[config.mk]
export PLATFORM = sky130hd
export DESIGN_NAME = trace_ovf_queue
export DESIGN_NICKNAME = d
export VERILOG_FILES = /design/src/rtl/trace_ovf_pkg.sv /design/src/rtl/trace_src_arb.sv /design/src/rtl/trace_msg_fifo.sv /design/src/rtl/trace_ovf_ctrl.sv /design/src/rtl/trace_ovf_queue.sv
export SDC_FILE = /design/constraint.sdc
export NUM_CORES = 1
export LEC_CHECK = 0
export BUFFER_PORTS_ARGS = -buffer_cell sky130_fd_sc_hd__buf_2
export CAP_MARGIN = 15
export CORE_AREA = 4 4 171 298
export CTS_CLUSTER_DIAMETER = 120
export DETAILED_ROUTE_END_ITERATION = 12
export DIE_AREA = 0 0 175 302
export PLACE_DENSITY = 0.41
export SYNTH_ARGS = -nofsm -noshare
export SYNTH_HDL_FRONTEND = slang
export SYNTH_SLANG_ARGS = --single-unit
[constraint.sdc]
create_clock -name clk -period 4.7 [get_ports clk]
set_input_delay 0 -clock clk [delete_from_list [all_inputs] [get_ports clk]]
set_output_delay 0 -clock clk [all_outputs]
set_load 0.1 [all_outputs]
[src/rtl/trace_ovf_pkg.sv]
package trace_ovf_pkg;

    // Producer index inside the per-source request vectors; a higher index wins.
    localparam int SRC_PROG  = 0;
    localparam int SRC_OWN   = 1;
    localparam int SRC_WATCH = 2;
    localparam int N_SRC     = 3;

    localparam int KIND_W    = 2;
    localparam int ERR_MSG_W = 15;

    typedef enum logic [KIND_W-1:0] {
        KIND_PROG  = 2'd0,
        KIND_OWN   = 2'd1,
        KIND_WATCH = 2'd2,
        KIND_ERR   = 2'd3
    } msg_kind_e;

    typedef enum logic {
        MODE_PASS  = 1'b0,
        MODE_DRAIN = 1'b1
    } ovf_mode_e;

    typedef logic [N_SRC-1:0] src_mask_t;

    localparam logic [5:0] ERR_TYPE_CODE = 6'b001000;

    localparam logic [4:0] CODE_PROG_ONLY = 5'b00001;
    localparam logic [4:0] CODE_OWN_ONLY  = 5'b00010;
    localparam logic [4:0] CODE_OWN_PROG  = 5'b00111;
    localparam logic [4:0] CODE_WATCH     = 5'b01000;

    // Summarise the set of lost classes into the error code.
    function automatic logic [4:0] lost_to_code(input src_mask_t lost);
        if (lost[SRC_WATCH])
            return CODE_WATCH;
        else if (lost[SRC_OWN] && lost[SRC_PROG])
            return CODE_OWN_PROG;
        else if (lost[SRC_OWN])
            return CODE_OWN_ONLY;
        else
            return CODE_PROG_ONLY;
    endfunction

endpackage

[src/rtl/trace_src_arb.sv]
module trace_src_arb
    import trace_ovf_pkg::*;
#(
    parameter int PAY_W = 32
) (
    input  src_mask_t                    req,
    input  logic [N_SRC-1:0][PAY_W-1:0]  req_data,
    output logic                         win_valid,
    output msg_kind_e                    win_kind,
    output logic [PAY_W-1:0]             win_data,
    output src_mask_t                    lost
);

    src_mask_t grant;

    // Ascending scan: the last requester seen, i.e. the highest index, wins.
    always_comb begin
        win_valid = 1'b0;
        win_kind  = KIND_PROG;
        win_data  = '0;
        grant     = '0;
        for (int i = 0; i < N_SRC; i++) begin
            if (req[i]) begin
                win_valid = 1'b1;
                win_kind  = msg_kind_e'(i);
                win_data  = req_data[i];
                grant     = '0;
                grant[i]  = 1'b1;
            end
        end
        lost = req & ~grant;
    end

endmodule

[src/rtl/trace_msg_fifo.sv]
module trace_msg_fifo #(
    parameter int DEPTH = 8,
    parameter int W     = 34,
    localparam int AW   = (DEPTH > 1) ? $clog2(DEPTH) : 1,
    localparam int CW   = $clog2(DEPTH + 1)
) (
    input  logic          clk,
    input  logic          rst,
    input  logic          push,
    input  logic [W-1:0]  push_data,
    input  logic          pop,
    output logic [W-1:0]  head,
    output logic [CW-1:0] count,
    output logic          empty,
    output logic          full
);

    localparam logic [AW-1:0] LAST_IDX = AW'(DEPTH - 1);
    localparam logic [CW-1:0] FULL_CNT = CW'(DEPTH);

    logic [W-1:0]  mem [DEPTH];
    logic [AW-1:0] wr_ptr;
    logic [AW-1:0] rd_ptr;
    logic          do_push;
    logic          do_pop;

    assign empty   = (count == '0);
    assign full    = (count == FULL_CNT);
    assign do_push = push && !full;
    assign do_pop  = pop && !empty;
    assign head    = mem[rd_ptr];

    always_ff @(posedge clk) begin
        if (do_push)
            mem[wr_ptr] <= push_data;
    end

    always_ff @(posedge clk) begin
        if (rst) begin
            wr_ptr <= '0;
            rd_ptr <= '0;
            count  <= '0;
        end else begin
            if (do_push)
                wr_ptr <= (wr_ptr == LAST_IDX) ? '0 : wr_ptr + 1'b1;
            if (do_pop)
                rd_ptr <= (rd_ptr == LAST_IDX) ? '0 : rd_ptr + 1'b1;
            case ({do_push, do_pop})
                2'b10:   count <= count + 1'b1;
                2'b01:   count <= count - 1'b1;
                default: count <= count;
            endcase
        end
    end

endmodule

[src/rtl/trace_ovf_ctrl.sv]
module trace_ovf_ctrl
    import trace_ovf_pkg::*;
(
    input  logic       clk,
    input  logic       rst,
    input  src_mask_t  req,
    input  src_mask_t  lost,
    input  logic       win_valid,
    input  logic       q_full,
    input  logic       q_empty,
    output logic       push_msg,
    output logic       push_err,
    output logic [4:0] err_code,
    output logic       overrun_pulse
);

    ovf_mode_e mode_q, mode_d;
    src_mask_t dropped_q, dropped_d;

    always_comb begin
        push_msg  = 1'b0;
        push_err  = 1'b0;
        mode_d    = mode_q;
        dropped_d = dropped_q;
        unique case (mode_q)
            MODE_PASS: begin
                if (win_valid) begin
                    if (q_full) begin
                        // Nothing fits: every strobe this cycle is lost.
                        dropped_d = dropped_q | req;
                        mode_d    = MODE_DRAIN;
                    end else begin
                        push_msg = 1'b1;
                        if (|lost) begin
                            dropped_d = dropped_q | lost;
                            mode_d    = MODE_DRAIN;
                        end
                    end
                end
            end
            MODE_DRAIN: begin
                if (q_empty) begin
                    // Queue fully drained: insert the summary, arrivals now are not logged.
                    push_err  = 1'b1;
                    dropped_d = '0;
                    mode_d    = MODE_PASS;
                end else begin
                    dropped_d = dropped_q | req;
                end
            end
            default: mode_d = MODE_PASS;
        endcase
    end

    assign err_code = lost_to_code(dropped_q);

    always_ff @(posedge clk) begin
        if (rst) begin
            mode_q        <= MODE_PASS;
            dropped_q     <= '0;
            overrun_pulse <= 1'b0;
        end else begin
            mode_q        <= mode_d;
            dropped_q     <= dropped_d;
            overrun_pulse <= push_err;
        end
    end

endmodule

[src/rtl/trace_ovf_queue.sv]
module trace_ovf_queue
    import trace_ovf_pkg::*;
#(
    parameter int         DEPTH  = 8,
    parameter int         PAY_W  = 32,
    parameter logic [3:0] SRC_ID = 4'h0
) (
    input  logic             clk,
    input  logic             rst,
    input  logic             pt_valid,
    input  logic [PAY_W-1:0] pt_data,
    input  logic             ot_valid,
    input  logic [PAY_W-1:0] ot_data,
    input  logic             wp_valid,
    input  logic [PAY_W-1:0] wp_data,
    output logic             out_valid,
    input  logic             out_ready,
    output logic [1:0]       out_kind,
    output logic [PAY_W-1:0] out_data,
    output logic             overrun_pulse
);

    // PAY_W must be at least ERR_MSG_W so the error message fits in a payload.
    localparam int ENTRY_W = KIND_W + PAY_W;
    localparam int CW      = $clog2(DEPTH + 1);

    src_mask_t                   req;
    logic [N_SRC-1:0][PAY_W-1:0] req_data;
    logic                        win_valid;
    msg_kind_e                   win_kind;
    logic [PAY_W-1:0]            win_data;
    src_mask_t                   lost;

    logic                        push_msg;
    logic                        push_err;
    logic [4:0]                  err_code;
    logic [PAY_W-1:0]            err_payload;

    logic                        q_push;
    logic [ENTRY_W-1:0]          q_wdata;
    logic [ENTRY_W-1:0]          q_head;
    logic [CW-1:0]               fill_cnt;
    logic                        q_empty;
    logic                        q_full;

    always_comb begin
        req                 = '0;
        req[SRC_PROG]       = pt_valid;
        req[SRC_OWN]        = ot_valid;
        req[SRC_WATCH]      = wp_valid;
        req_data            = '0;
        req_data[SRC_PROG]  = pt_data;
        req_data[SRC_OWN]   = ot_data;
        req_data[SRC_WATCH] = wp_data;
    end

    trace_src_arb #(
        .PAY_W (PAY_W)
    ) i_arb (
        .req       (req),
        .req_data  (req_data),
        .win_valid (win_valid),
        .win_kind  (win_kind),
        .win_data  (win_data),
        .lost      (lost)
    );

    trace_ovf_ctrl i_ctrl (
        .clk           (clk),
        .rst           (rst),
        .req           (req),
        .lost          (lost),
        .win_valid     (win_valid),
        .q_full        (q_full),
        .q_empty       (q_empty),
        .push_msg      (push_msg),
        .push_err      (push_err),
        .err_code      (err_code),
        .overrun_pulse (overrun_pulse)
    );

    always_comb begin
        err_payload = '0;
        err_payload[ERR_MSG_W-1:0] = {err_code, SRC_ID, ERR_TYPE_CODE};
    end

    assign q_push  = push_msg || push_err;
    assign q_wdata = push_err ? {KIND_ERR, err_payload} : {win_kind, win_data};

    trace_msg_fifo #(
        .DEPTH (DEPTH),
        .W     (ENTRY_W)
    ) i_fifo (
        .clk       (clk),
        .rst       (rst),
        .push      (q_push),
        .push_data (q_wdata),
        .pop       (out_valid && out_ready),
        .head      (q_head),
        .count     (fill_cnt),
        .empty     (q_empty),
        .full      (q_full)
    );

    assign out_valid = !q_empty;
    assign out_kind  = q_head[ENTRY_W-1 -: KIND_W];
    assign out_data  = q_head[PAY_W-1:0];

endmodule

==> key figures <==
STA
  • Final Hold Fails: 0
  • Clock Skews: between 7 and 8 ps
  • Period Utilization, post-route: 65.66%
  • Fmax: between 300 and 400 MHz
  • Final setup vio count: 0
  • Slew HR: between 20% and 30%
  • Worst hold slack: around 13 ps
  • Setup TNS: 0 ps
  • Final Max Slew Viols: 0
  • Min cycle time layout: approximately 3000 ps
  • RSZ-0062 raised after global routing: no
  • Slew @ Worst Pin: between 1000 and 1500 ps

Global route
  • Initial antenna violation count: 0
  • Gr ovfl total: 0
  • Largest net degree at the start of global routing: 50
  • Vias in the first global route: between 7000 and 8000
  • First-pass GRT wire length: 45300 um
  • Global Route Usage Sum: between 10% and 20%

Setup path
  • CP Capture Type: primary output
  • CP Launch Type: flop
  • Crit-path leading delay family: multiplexers
  • Crit-path slowest cell: dfxtp_4
  • Worst-path cell chain: buf_4 -> mux4_2 -> mux2_2 -> buf_2
  • Crit Path Class: reg -> out
  • CP max FO: 38
  • Crit-path max cell delay: 860 ps
  • Worst path required time: about 4700 ps
  • Worst path buffer plus inverter count: 2
  • Critical path arrival: between 3000 and 4000 ps

Layout
  • Fin cells: 1457
  • FILL cells: around 4900
  • Most common cell after layout, fill and taps aside: edfxtp_1
  • Most frequent cells in the layout: 272 x edfxtp_1, 137 x buf_2, 59 x mux4_2
  • Diode count: 0
  • Syn-to-layout area delta: 20.93%
  • Nets: about 890
  • Layout cell share with drive strength beyond 1: roughly two fifths

Clock network
  • H-tree levels: 1
  • TritonCTS clock tree: built
  • Post-CTS resize count: 0
  • Clock Sinks: 290
  • Clock Latency Late Sink: 530 ps
  • Root buffer cell: clkbuf_16
  • CTS Buf Count: 27
  • Post-CTS setup buffer count: 0
  • Clock Tree Buf Depth: 3
  • Post-CTS Hold Fix Bufs: 20
  • Worst-path clk slew: about 60 ps

Synthesis
  • Synth Register Bits: 290
  • Synthesized cell area: between 10000 and 15000 um2
  • Yosys warns: 0
  • Ys flop type: edfxtp_1
  • Post-synth EDFFs: 272
  • Part of the Yosys area used for sequential elements: between 70% and 80%
  • Post-Syn Nets: between 700 and 800
  • Syn avg cell area: between 15 and 20 um2
  • Cells after synthesis: 620
  • Fraction of registers with async set/reset: 0%
  • Synth cell types: 47

Routing
  • Iteration-0 DRC Markers: 315
  • Wirelength per Cell: about 21 um
  • DR DRC count: 0
  • 1st-pass router iterations: 4
  • Vias per cell: ~4.4
  • Total Wirelength: just over 30000 um
  • Routed Antenna Nets: 0
  • Via count: 6362

Floorplan
  • Die area: roughly 53000 um2
  • FP Rows: 107
  • Starting Density: approximately a quarter
  • Core area: between 40000 and 50000 um2
  • Ports: 138
  • Chip height: around 300 um
  • Die width: ~180 um

Flow run
  • Max_cap viols: 0

Placed design
  • Placer congestion estimate: 0.6788
  • # port buffers: about 140
  • Dpl hpwl: about 19000 um
  • Placed cell count: 1386

Pwr
  • Max rail drop VDD: approximately 0.31 mV
  • Total power: around 9600 uW
  • Static Leakage: around 0.0048 uW
  • Power Density: between 600 and 700 nW/um2

Status
  • Status: completed

Worst hold path
  • Worst Hold Class: in -> reg
-- registers in the layout, indices dropped and copies added, names as in the netlist, named ones only --
| register | flops |
|---|---|
| i_fifo.mem | 272 |
| i_fifo.count | 4 |
| i_ctrl.dropped_q | 3 |
| i_fifo.rd_ptr | 3 |
| i_fifo.wr_ptr | 3 |
| i_ctrl.mode_q | 1 |
| i_ctrl.overrun_pulse | 1 |
-- power breakdown --
part | internal [uW] | total [uW] | switching (uW) | leakage (uW)
combinational | 1050 | 3810 | 2760 | 0.00178
clock | 1110 | 2050 | 938 | 0.000396
sequential | 3540 | 3780 | 247 | 0.00265
total | 5700 | 9650 | 3950 | 0.00483
-- worst register-to-register path: cells and delay by family (launching register included) --
family                 cells  cell delay [ps]
flip-flops                 1              400
AO/OA/AOI/OAI              1              350
buffers and inverters      1              440
AND/OR/NAND/NOR            3             1130
-- cells by family after synthesis --
family | Yosys count | share of synthesized area [%]
flip-flops | 290 | 70.80
AND/OR/NAND/NOR | 110 | 5.433
multiplexers | 107 | 17.22
AO/OA/AOI/OAI | 54 | 3.459
buffers and inverters | 49 | 2.140
adder cells (fa/ha/maj) | 7 | 0.7271
XOR/XNOR | 3 | 0.2182
-- synthesized netlist by cell type (2+ instances only) --
library cell,count,area [um2]
nor4_1,2,12.51
nand2b_1,2,12.51
mux2_2,14,157.7
mux2_4,20,300.3
buf_1,2,7.510
a21oi_1,7,35.03
ha_1,7,87.58
buf_12,3,60.06
nand3_1,2,10.01
nor3_1,31,155.2
mux4_2,59,1329
buf_2,11,55.05
nand2_1,11,41.29
mux2i_1,4,40.04
o21ai_0,4,20.02
clkbuf_1,26,97.59
dfxtp_1,18,360.4
mux4_1,9,236.5
nor2b_1,34,212.7
o31ai_1,6,45.04
edfxtp_1,272,8168
or3_1,2,12.51
nor3b_2,4,50.05
nor2_1,11,41.29
inv_1,5,18.77
a221oi_1,31,271.5
xor2_1,3,26.28
-- stage by stage --
stage | instance area (um2) | worst slack, ps | util [%]
global route | 14570 | 1354 | 30.06
CTS | 14550 | 1460 | 30.03
finish | 14570 | 1614 | 30.06
detailed placement | 13550 | 1838 | 27.95
global placement | 13530 | 1760 | 27.92
floorplan | 12050 | 686.3 | -
-- area by class of cell --
cell class | count | area, um2 | share of cell area, %
clock buffers | 33 | 698.2 | 4.793
clock inverters | 16 | 107.6 | 0.7387
inverters | 5 | 18.77 | 0.1288
multi-input cells | 281 | 3318 | 22.78
flip-flops and latches | 290 | 8537 | 58.61
well taps | 654 | 818.3 | 5.618
repair buffers | 178 | 1069 | 7.335
-- metal layers --
metal | track usage, % | up-vias | share of wire, %
li1 | - | 2886 | -
met1 | 13.56 | 3324 | 40
met2 | 21.63 | 112 | 55
met3 | 1.200 | 40 | 2.9
met4 | 3.108 | 0 | 2.1
met5 | 0 | - | 0
-- final timing paths --
| kind | start | to | slack [ps] | cells past startpoint |
|---|---|---|---|---|
| min | wp_data[9] | i_fifo.mem[0][9] | 10 | 3 |
| min reg2reg | i_fifo.rd_ptr[1] | flop | 470 | 2 |
| max reg2reg | i_fifo.count[1] | i_fifo.mem[3][15] | 2040 | 5 |
| max | flop | out_data[0] | 1610 | 4 |
Note: power is estimated with default switching activity, not from simulation.
